[src/rtl/pcb_pkg.sv]
package pcb_pkg;
    // Which part of a physical counter a bus write targets
    typedef enum logic [1:0] {
        HALF_NONE = 2'd0,
        HALF_FULL = 2'd1,
        HALF_HI   = 2'd2,
        HALF_LO   = 2'd3
    } half_e;
endpackage

[src/rtl/pcb_slice.sv]
module pcb_slice
    import pcb_pkg::*;
#(
    parameter int W = 32
) (
    input  logic         clk,
    input  logic         rst,
    input  logic         run,
    input  logic         split,
    input  logic         ev_hi,
    input  logic         ev_lo,
    input  logic         commit,
    input  half_e        wr_sel,
    input  logic [W-1:0] wr_val,
    output logic [W-1:0] view,
    output logic         pending,
    output logic         wrap_hi,
    output logic         wrap_lo
);
    localparam int H = W / 2;

    typedef struct packed {
        logic [W-1:0] live;
        logic [W-1:0] latch;
        logic         pend;
    } slice_t;

    slice_t s_d, s_q;
    logic [W-1:0] cur;
    logic take, step_hi, step_lo;

    always_comb begin
        s_d     = s_q;
        cur     = s_q.pend ? s_q.latch : s_q.live;
        take    = commit && s_q.pend;
        step_hi = run && ev_hi;
        step_lo = run && ev_lo && split;
        wrap_hi = 1'b0;
        wrap_lo = 1'b0;

        if (take) begin
            s_d.live = s_q.latch;
            s_d.pend = 1'b0;
        end else if (split) begin
            s_d.live[W-1:H] = s_q.live[W-1:H] + H'(step_hi);
            s_d.live[H-1:0] = s_q.live[H-1:0] + H'(step_lo);
            wrap_hi = step_hi && (&s_q.live[W-1:H]);
            wrap_lo = step_lo && (&s_q.live[H-1:0]);
        end else begin
            s_d.live = s_q.live + W'(step_hi);
            wrap_hi  = step_hi && (&s_q.live);
        end

        case (wr_sel)
            HALF_FULL: begin
                s_d.latch = wr_val;
                s_d.pend  = 1'b1;
            end
            HALF_HI: begin
                s_d.latch = {wr_val[H-1:0], cur[H-1:0]};
                s_d.pend  = 1'b1;
            end
            HALF_LO: begin
                s_d.latch = {cur[W-1:H], wr_val[H-1:0]};
                s_d.pend  = 1'b1;
            end
            default: ;
        endcase
    end

    always_ff @(posedge clk) begin
        if (rst) s_q <= '0;
        else     s_q <= s_d;
    end

    assign view    = cur;
    assign pending = s_q.pend;
endmodule

[src/rtl/pcb_status.sv]
module pcb_status #(
    parameter int NB = 8
) (
    input  logic          clk,
    input  logic          rst,
    input  logic [NB-1:0] set_bits,
    input  logic          clear,
    input  logic          mask_we,
    input  logic [NB-1:0] mask_val,
    output logic [NB-1:0] pend,
    output logic          irq
);
    typedef struct packed {
        logic [NB-1:0] pend;
        logic [NB-1:0] mask;
    } stat_t;

    stat_t t_d, t_q;

    always_comb begin
        t_d      = t_q;
        // a wrap in the same cycle as a clearing read survives
        t_d.pend = (clear ? '0 : t_q.pend) | set_bits;
        if (mask_we) t_d.mask = mask_val;
    end

    always_ff @(posedge clk) begin
        if (rst) t_q <= '0;
        else     t_q <= t_d;
    end

    assign pend = t_q.pend;
    assign irq  = |(t_q.pend & t_q.mask);
endmodule

[src/rtl/perf_ctr_bank.sv]
module perf_ctr_bank
    import pcb_pkg::*;
#(
    parameter int N_PHYS    = 4,
    parameter int ADDR_W    = 6,
    parameter int CTRL_ADDR = 0,
    parameter int STAT_ADDR = 1,
    parameter int CNT_BASE  = 16,
    parameter int LCTL_BASE = 32,
    parameter int EN_BIT    = 0,
    parameter int SIZE_LSB  = 8
) (
    input  logic                  clk,
    input  logic                  rst,
    input  logic                  bus_wr,
    input  logic                  bus_rd,
    input  logic [ADDR_W-1:0]     bus_addr,
    input  logic [63:0]           bus_wdata,
    output logic [63:0]           bus_rdata,
    input  logic [2*N_PHYS-1:0]   evt,
    output logic                  irq
);
    localparam int NLOG   = 2 * N_PHYS;
    localparam int LOG_W  = $clog2(NLOG);
    localparam int PHYS_W = (N_PHYS > 1) ? $clog2(N_PHYS) : 1;
    localparam int RW     = 32;
    localparam int HW     = RW / 2;
    localparam int BUS_W  = 64;

    typedef struct packed {
        logic                     en;
        logic [N_PHYS-1:0]        size;
        logic [NLOG-1:0][RW-1:0]  lctl;
        logic [BUS_W-1:0]         rdata;
    } top_t;

    top_t st_d, st_q;

    logic [RW-1:0]             wval;
    logic                      in_cnt, in_lctl, is_ctrl, is_stat;
    logic [ADDR_W-1:0]         offc, offl;
    logic [LOG_W-1:0]          lidx, lsel;
    logic [PHYS_W-1:0]         pidx;
    logic                      upper;
    logic                      commit;
    logic [RW-1:0]             ctrl_word;
    logic [RW-1:0]             sel_view, rd_cnt;
    half_e                     wr_sel [N_PHYS];
    logic [N_PHYS-1:0][RW-1:0] view;
    logic [N_PHYS-1:0]         pend_w, wrap_hi, wrap_lo;
    logic [NLOG-1:0]           stat_pend;

    // values brought out for the bound checker
    logic                      run_w;
    logic [N_PHYS*RW-1:0]      view_flat;

    assign wval    = bus_wdata[BUS_W-1:RW];
    assign is_ctrl = (bus_addr == ADDR_W'(CTRL_ADDR));
    assign is_stat = (bus_addr == ADDR_W'(STAT_ADDR));
    assign in_cnt  = (bus_addr >= ADDR_W'(CNT_BASE)) && (bus_addr < ADDR_W'(CNT_BASE + NLOG));
    assign in_lctl = (bus_addr >= ADDR_W'(LCTL_BASE)) && (bus_addr < ADDR_W'(LCTL_BASE + NLOG));
    assign offc    = bus_addr - ADDR_W'(CNT_BASE);
    assign offl    = bus_addr - ADDR_W'(LCTL_BASE);
    assign lidx    = offc[LOG_W-1:0];
    assign lsel    = offl[LOG_W-1:0];
    assign pidx    = lidx[PHYS_W-1:0];
    assign upper   = (lidx < LOG_W'(N_PHYS));
    assign commit  = bus_wr && is_ctrl && wval[EN_BIT];

    always_comb begin
        ctrl_word                       = '0;
        ctrl_word[EN_BIT]               = st_q.en;
        ctrl_word[SIZE_LSB +: N_PHYS]   = st_q.size;

        sel_view = view[pidx];
        if (st_q.size[pidx])
            rd_cnt = upper ? {{HW{1'b0}}, sel_view[RW-1:HW]} : {{HW{1'b0}}, sel_view[HW-1:0]};
        else
            rd_cnt = sel_view;

        for (int p = 0; p < N_PHYS; p++) begin
            if (bus_wr && in_cnt && (pidx == PHYS_W'(p)))
                wr_sel[p] = st_q.size[p] ? (upper ? HALF_HI : HALF_LO) : HALF_FULL;
            else
                wr_sel[p] = HALF_NONE;
        end

        st_d       = st_q;
        st_d.rdata = '0;

        if (bus_wr) begin
            if (is_ctrl) begin
                st_d.en   = wval[EN_BIT];
                st_d.size = wval[SIZE_LSB +: N_PHYS];
            end
            if (in_lctl) st_d.lctl[lsel] = wval;
        end

        if (bus_rd) begin
            if (is_ctrl)      st_d.rdata = {ctrl_word, {RW{1'b0}}};
            else if (is_stat) st_d.rdata = {RW'(stat_pend), {RW{1'b0}}};
            else if (in_cnt)  st_d.rdata = {rd_cnt, {RW{1'b0}}};
            else if (in_lctl) st_d.rdata = {st_q.lctl[lsel], {RW{1'b0}}};
        end
    end

    always_ff @(posedge clk) begin
        if (rst) st_q <= '0;
        else     st_q <= st_d;
    end

    for (genvar p = 0; p < N_PHYS; p++) begin : g_slice
        pcb_slice #(.W(RW)) u_slice (
            .clk     (clk),
            .rst     (rst),
            .run     (st_q.en),
            .split   (st_q.size[p]),
            .ev_hi   (evt[p]),
            .ev_lo   (evt[N_PHYS + p]),
            .commit  (commit),
            .wr_sel  (wr_sel[p]),
            .wr_val  (wval),
            .view    (view[p]),
            .pending (pend_w[p]),
            .wrap_hi (wrap_hi[p]),
            .wrap_lo (wrap_lo[p])
        );
    end

    pcb_status #(.NB(NLOG)) u_status (
        .clk      (clk),
        .rst      (rst),
        .set_bits ({wrap_lo, wrap_hi}),
        .clear    (bus_rd && is_stat),
        .mask_we  (bus_wr && is_stat),
        .mask_val (wval[NLOG-1:0]),
        .pend     (stat_pend),
        .irq      (irq)
    );

    assign bus_rdata = st_q.rdata;
    assign run_w     = st_q.en;
    assign view_flat = view;
endmodule

[config.mk]
export PLATFORM = sky130hd
export DESIGN_NAME = perf_ctr_bank
export DESIGN_NICKNAME = d
export VERILOG_FILES = /design/src/rtl/pcb_pkg.sv /design/src/rtl/pcb_slice.sv /design/src/rtl/pcb_status.sv /design/src/rtl/perf_ctr_bank.sv
export SDC_FILE = /design/constraint.sdc
export NUM_CORES = 2
export LEC_CHECK = 0
export BUFFER_PORTS_ARGS = -buffer_cell sky130_fd_sc_hd__buf_2
export CORE_ASPECT_RATIO = 2
export CORE_MARGIN = 2
export CORE_UTILIZATION = 40
export CTS_BUF_LIST = sky130_fd_sc_hd__clkbuf_4 sky130_fd_sc_hd__clkbuf_8
export CTS_CLUSTER_DIAMETER = 80
export CTS_CLUSTER_SIZE = 14
export DETAILED_ROUTE_END_ITERATION = 12
export PLACE_DENSITY = 0.59
export SYNTH_ARGS = -nofsm -noshare
export SYNTH_HDL_FRONTEND = slang
export SYNTH_HIERARCHICAL = 1
export SYNTH_SLANG_ARGS = --single-unit
export TNS_END_PERCENT = 1
[constraint.sdc]
create_clock -name clk -period 6.88 [get_ports clk]
set_clock_uncertainty 0.2 [all_clocks]
set_input_delay 0.688 -clock clk [delete_from_list [all_inputs] [get_ports clk]]
set_output_delay 0.688 -clock clk [all_outputs]
set_load 0.05 [all_outputs]
== Yosys cells after proc, flatten, opt, wreduce, memory -nomap -nowiden ==
Cells that the tools add are included.
Widths: inputs -> output; s select.
Word-level totals
  memory bits (writable): 0
  output and inout bits: 65
  memories: 0
  latch bits: 0
  input bits: 82
  register bits: 601
  ROM bits: 0
  word-level logic and storage cells: 199
Operators by class
  bitwise operators: 3
  muxes and demuxes: 61
  magnitude comparators: 8
  multipliers: 0
  divide/modulo/power cells: 0
  $add $sub $neg: 14
  reduce and logical (&&, ||, !) cells: 69
  shift operators: 0
  equality and inequality tests: 16
Operator list (count)
  $mux 32: 16
  $pmux 33 s3: 4
  $bwmux 256: 1
  $add 16x1->16: 8
  $add 32x1->32: 4
  $mux 64: 2
  $reduce_and 16->1: 8
  $reduce_and 32->1: 4
  $bmux 32 s3: 1
  $demux 32 s3: 1
  $mux 44: 2
  $bmux 32 s2: 1
  $logic_and 1x1->1: 40
  $mux 1: 22
  $eq 2x2->1 const B: 10
  $mux 16: 1
  $mux 2: 8
  $reduce_bool 4->1: 4
  $reduce_bool 3->1: 4
  $eq 2x1->1 const B: 5
  $and 8x8->8: 1
  $mux 8: 1
  $or 8x8->8: 1
  $reduce_or 8->1: 1
  other kinds (19): 21

== Logic depth before layout (Yosys ltp) ==
  word-level depth: 8
  gate-level depth with buffers: 12
  mapped depth without buffers: 9

== Hierarchy ==
Netlist, hierarchy kept.
By module, submodules not included
  perf_ctr_bank: cells an instance 1636, area each 14381.3 µm², instances 1
  pcb_slice at g_slice[0].u_slice ...: cells an instance 431, area each 3933.8 µm², instances 2
  pcb_slice at g_slice[1].u_slice ...: cells an instance 423, area each 3908.7 µm², instances 2
  pcb_status: cells an instance 72, area each 681.9 µm², instances 1

== Worst setup path before layout ==
Ideal clock, no wire load.
  path type: in2reg
  start point: input port bus_addr[5]
  end point: register g_slice[0].u_slice/s_q[25] (netlist name)
  path buffers: 2
  data arrival time: 2.832 ns
  cell stages on the path: 7
  slack: 3.733 ns
  path through: or3b_2 nor2_1 and3_1 clkbuf_1 buf_2 mux4_2 and2_1
RTL lines
  start: declaration: RTL line perf_ctr_bank.sv:17  | input logic [ADDR_W-1:0] bus_addr,
  end signal: assignment: RTL line pcb_slice.sv:72  | if (rst) s_q <= '0;
  end signal: assignment: RTL line pcb_slice.sv:73  | else s_q <= s_d;
  end: declaration: RTL line pcb_slice.sv:28  | slice_t s_d, s_q;

==> impl_metrics.json <==
{
  "path_clk_slew_ps": 110,
  "final.setup.tns_ps": 0,
  "max_cap_viol_count": 0,
  "routed_wl_mm": 110,
  "ioPinCount": 147,
  "final_area_um2": 31700,
  "gp_congestion": 0.959,
  "grt_pass1_wl_mm": 159,
  "drv_slew": 0,
  "finalHoldViolCount": 0,
  "dp.cells": 4224,
  "fin_hold_ws_ps": 246,
  "pre_cts_ws_ps": 2380,
  "fp.dieH_um": 396,
  "drtAntennaViolNets": 0,
  "clockBufferDepth": 3,
  "fin_crit_sh": 0.568,
  "timing.fmax_ghz": 0.256,
  "peakVddDrop_mv": 0.112,
  "critPathMaxFanout": 24,
  "hpwl_mm": 74.2,
  "first_pass_iters": 7,
  "synth-edff-count": 0,
  "post-cts-setup-buffers": 0,
  "tritoncts": "done",
  "grt_antenna_before_repair": 11,
  "cts_max_level": 2,
  "cts_buffers": 46,
  "fillers": 7563,
  "track_usage": 0.275,
  "fin_crit_ps": 3910,
  "crit_arrival_ps": 4190,
  "syn_to_final_growth_pct": 3.14,
  "powerDensity_nw_per_um2": 173,
  "die-area_um2": 79200,
  "clock-sinks": 569,
  "rows": 143,
  "total_power_mw": 5.48,
  "synth-seq-cells": 569,
  "initial_utilization": 0.404,
  "overflow": 0,
  "end_kind": "flip-flop",
  "syn_inst": 3416,
  "synth_area_leader_cell": "dfxtp_1",
  "netlist_top_cells_area": "dfxtp_1 37%, nand2_1 8.5%, mux4_2 7.8%, mux2_2 5.3%, a21oi_1 5.0%",
  "stdcell_count": 4281,
  "worstPathRequired_ps": 7170,
  "yosys_most_used_dff": "dfxtp_1",
  "cp-start-kind": "flip-flop",
  "rsz0062_at_grt": "false",
  "yosysMostFrequentCell": "nand2_1",
  "clk_latency_ps": 700,
  "synth_area_um2": 30700,
  "die_x_um": 200,
  "avgSynthCellArea_um2": 9.00,
  "synth.distinct_cells": 68,
  "postCtsHoldBufs": 0,
  "yosys_warnings": 6,
  "finalWorstSetupSlack_ps": 2970,
  "relSlewSlack": 0.107,
  "drive_gt1_frac": 0.154,
  "worstSetupPathType": "flip-flop to flip-flop",
  "hold_class": "primary input to flip-flop",
  "synth_top_area_frac": 0.370,
  "synth_common_cells": "699 x nand2_1, 569 x dfxtp_1, 309 x a21oi_1",
  "grt_max_degree": 151,
  "vias": 25100,
  "placed_cell_area_um2": 31000,
  "drc": 0,
  "grt_pass1_vias": 24200,
  "p_leak_nw": 10.8,
  "nets": 3363,
  "core_area_um2": 76000,
  "io_buffers": 82,
  "status": "completed",
  "tightest_slew_ps": 1330,
  "seq_area_frac_synth": 0.370,
  "cts_root_buffer": "clkbuf_8",
  "finish.utilization": 0.417,
  "synthArstFlopShare": 0,
  "wl_per_cell_um": 25.6,
  "drt_iter0_drc": 1965,
  "vias_per_cell": 5.87,
  "setup_viol": 0,
  "post_cts_resize_count": 0
}
==> flip-flops by register name (all words and copies together) (netlist names) <==
| name | count |
|---|---|
| g_slice.u_slice/pending | 4 |
| run_w | 1 |
| u_status/t_q | 8 |
| st_q | 256 |
| ctrl_word | 4 |
| bus_rdata | 32 |
| u_status/pend | 8 |
| g_slice.u_slice/s_q | 256 |
==> path summary, 6_finish.rpt <==
path | startpoint | endpoint | slack, ps | cells past startpoint
max | g_slice[3].u_slice/pending | bus_rdata[37] | 2970 | 6
min | rst | ctrl_word[10] | 250 | 2
max reg2reg | g_slice[3].u_slice/pending | bus_rdata[37] | 2970 | 6
min reg2reg | st_q[124] | st_q[124] | 260 | 2
==> cell type report <==
class / instances / area (um2) / area share
Multi-Input combinational cell: 2483 / 17500 / 0.551
Sequential cell: 569 / 11400 / 0.359
Tap cell: 1015 / 1270 / 0.0400
Timing Repair Buffer: 128 / 787 / 0.0248
Clock buffer: 46 / 633 / 0.0200
Inverter: 29 / 109 / 0.00343
Clock inverter: 4 / 38.8 / 0.00122
Antenna cell: 7 / 17.5 / 0.000552
==> metal layers <==
layer | vias to the layer above | track usage | share of wire | routed length (um)
met1 | 12300 | 0.286 | 0.35 | 38100
met4 | 10 | 0.269 | 0.12 | 13000
li1 | 11600 | - | - | -
met3 | 372 | 0.0381 | 0.047 | 5200
met5 | - | 0 | 0.00060 | 66
met2 | 833 | 0.466 | 0.49 | 53400
==> logic make-up after synthesis <==
logic type / Yosys count / synth area share
buffers and inverters: 395 / 0.0692
flip-flops: 569 / 0.370
XOR/XNOR: 60 / 0.0171
other: 1 / 0.000122
AO/OA/AOI/OAI: 663 / 0.130
multiplexers: 414 / 0.204
AND/OR/NAND/NOR: 1290 / 0.199
adder cells (fa/ha/maj): 24 / 0.00977
==> power breakdown <==
part           switching [mW]  internal, mW  total (mW)
clock network            1.19         0.612        1.80
registers             0.00926          3.30        3.31
logic                   0.290        0.0817       0.372
==> cells in the final DEF, fill, tap and decap left out, drive strengths merged, types with 36 or more instances in the layout <==
| master | instances |
|---|---|
| nand3 | 63 |
| nor2 | 152 |
| mux4 | 145 |
| mux2 | 146 |
| and3 | 36 |
| mux2i | 123 |
| and2 | 83 |
| a21oi | 313 |
| clkbuf | 46 |
| o21ai | 144 |
| a211oi | 49 |
| nand2 | 699 |
| dfxtp | 569 |
| nand4 | 42 |
| nor2b | 68 |
| buf | 128 |
==> critical path, stage by stage, from the launching register on <==
cell and delay, ps:
dfxtp_1 1010, buf_4 380, o21ai_0 440, mux4_1 730, a21boi_1 170, o21ai_1 510
a311oi_1 270
No activity file was read; power rests on OpenSTA's default activity.
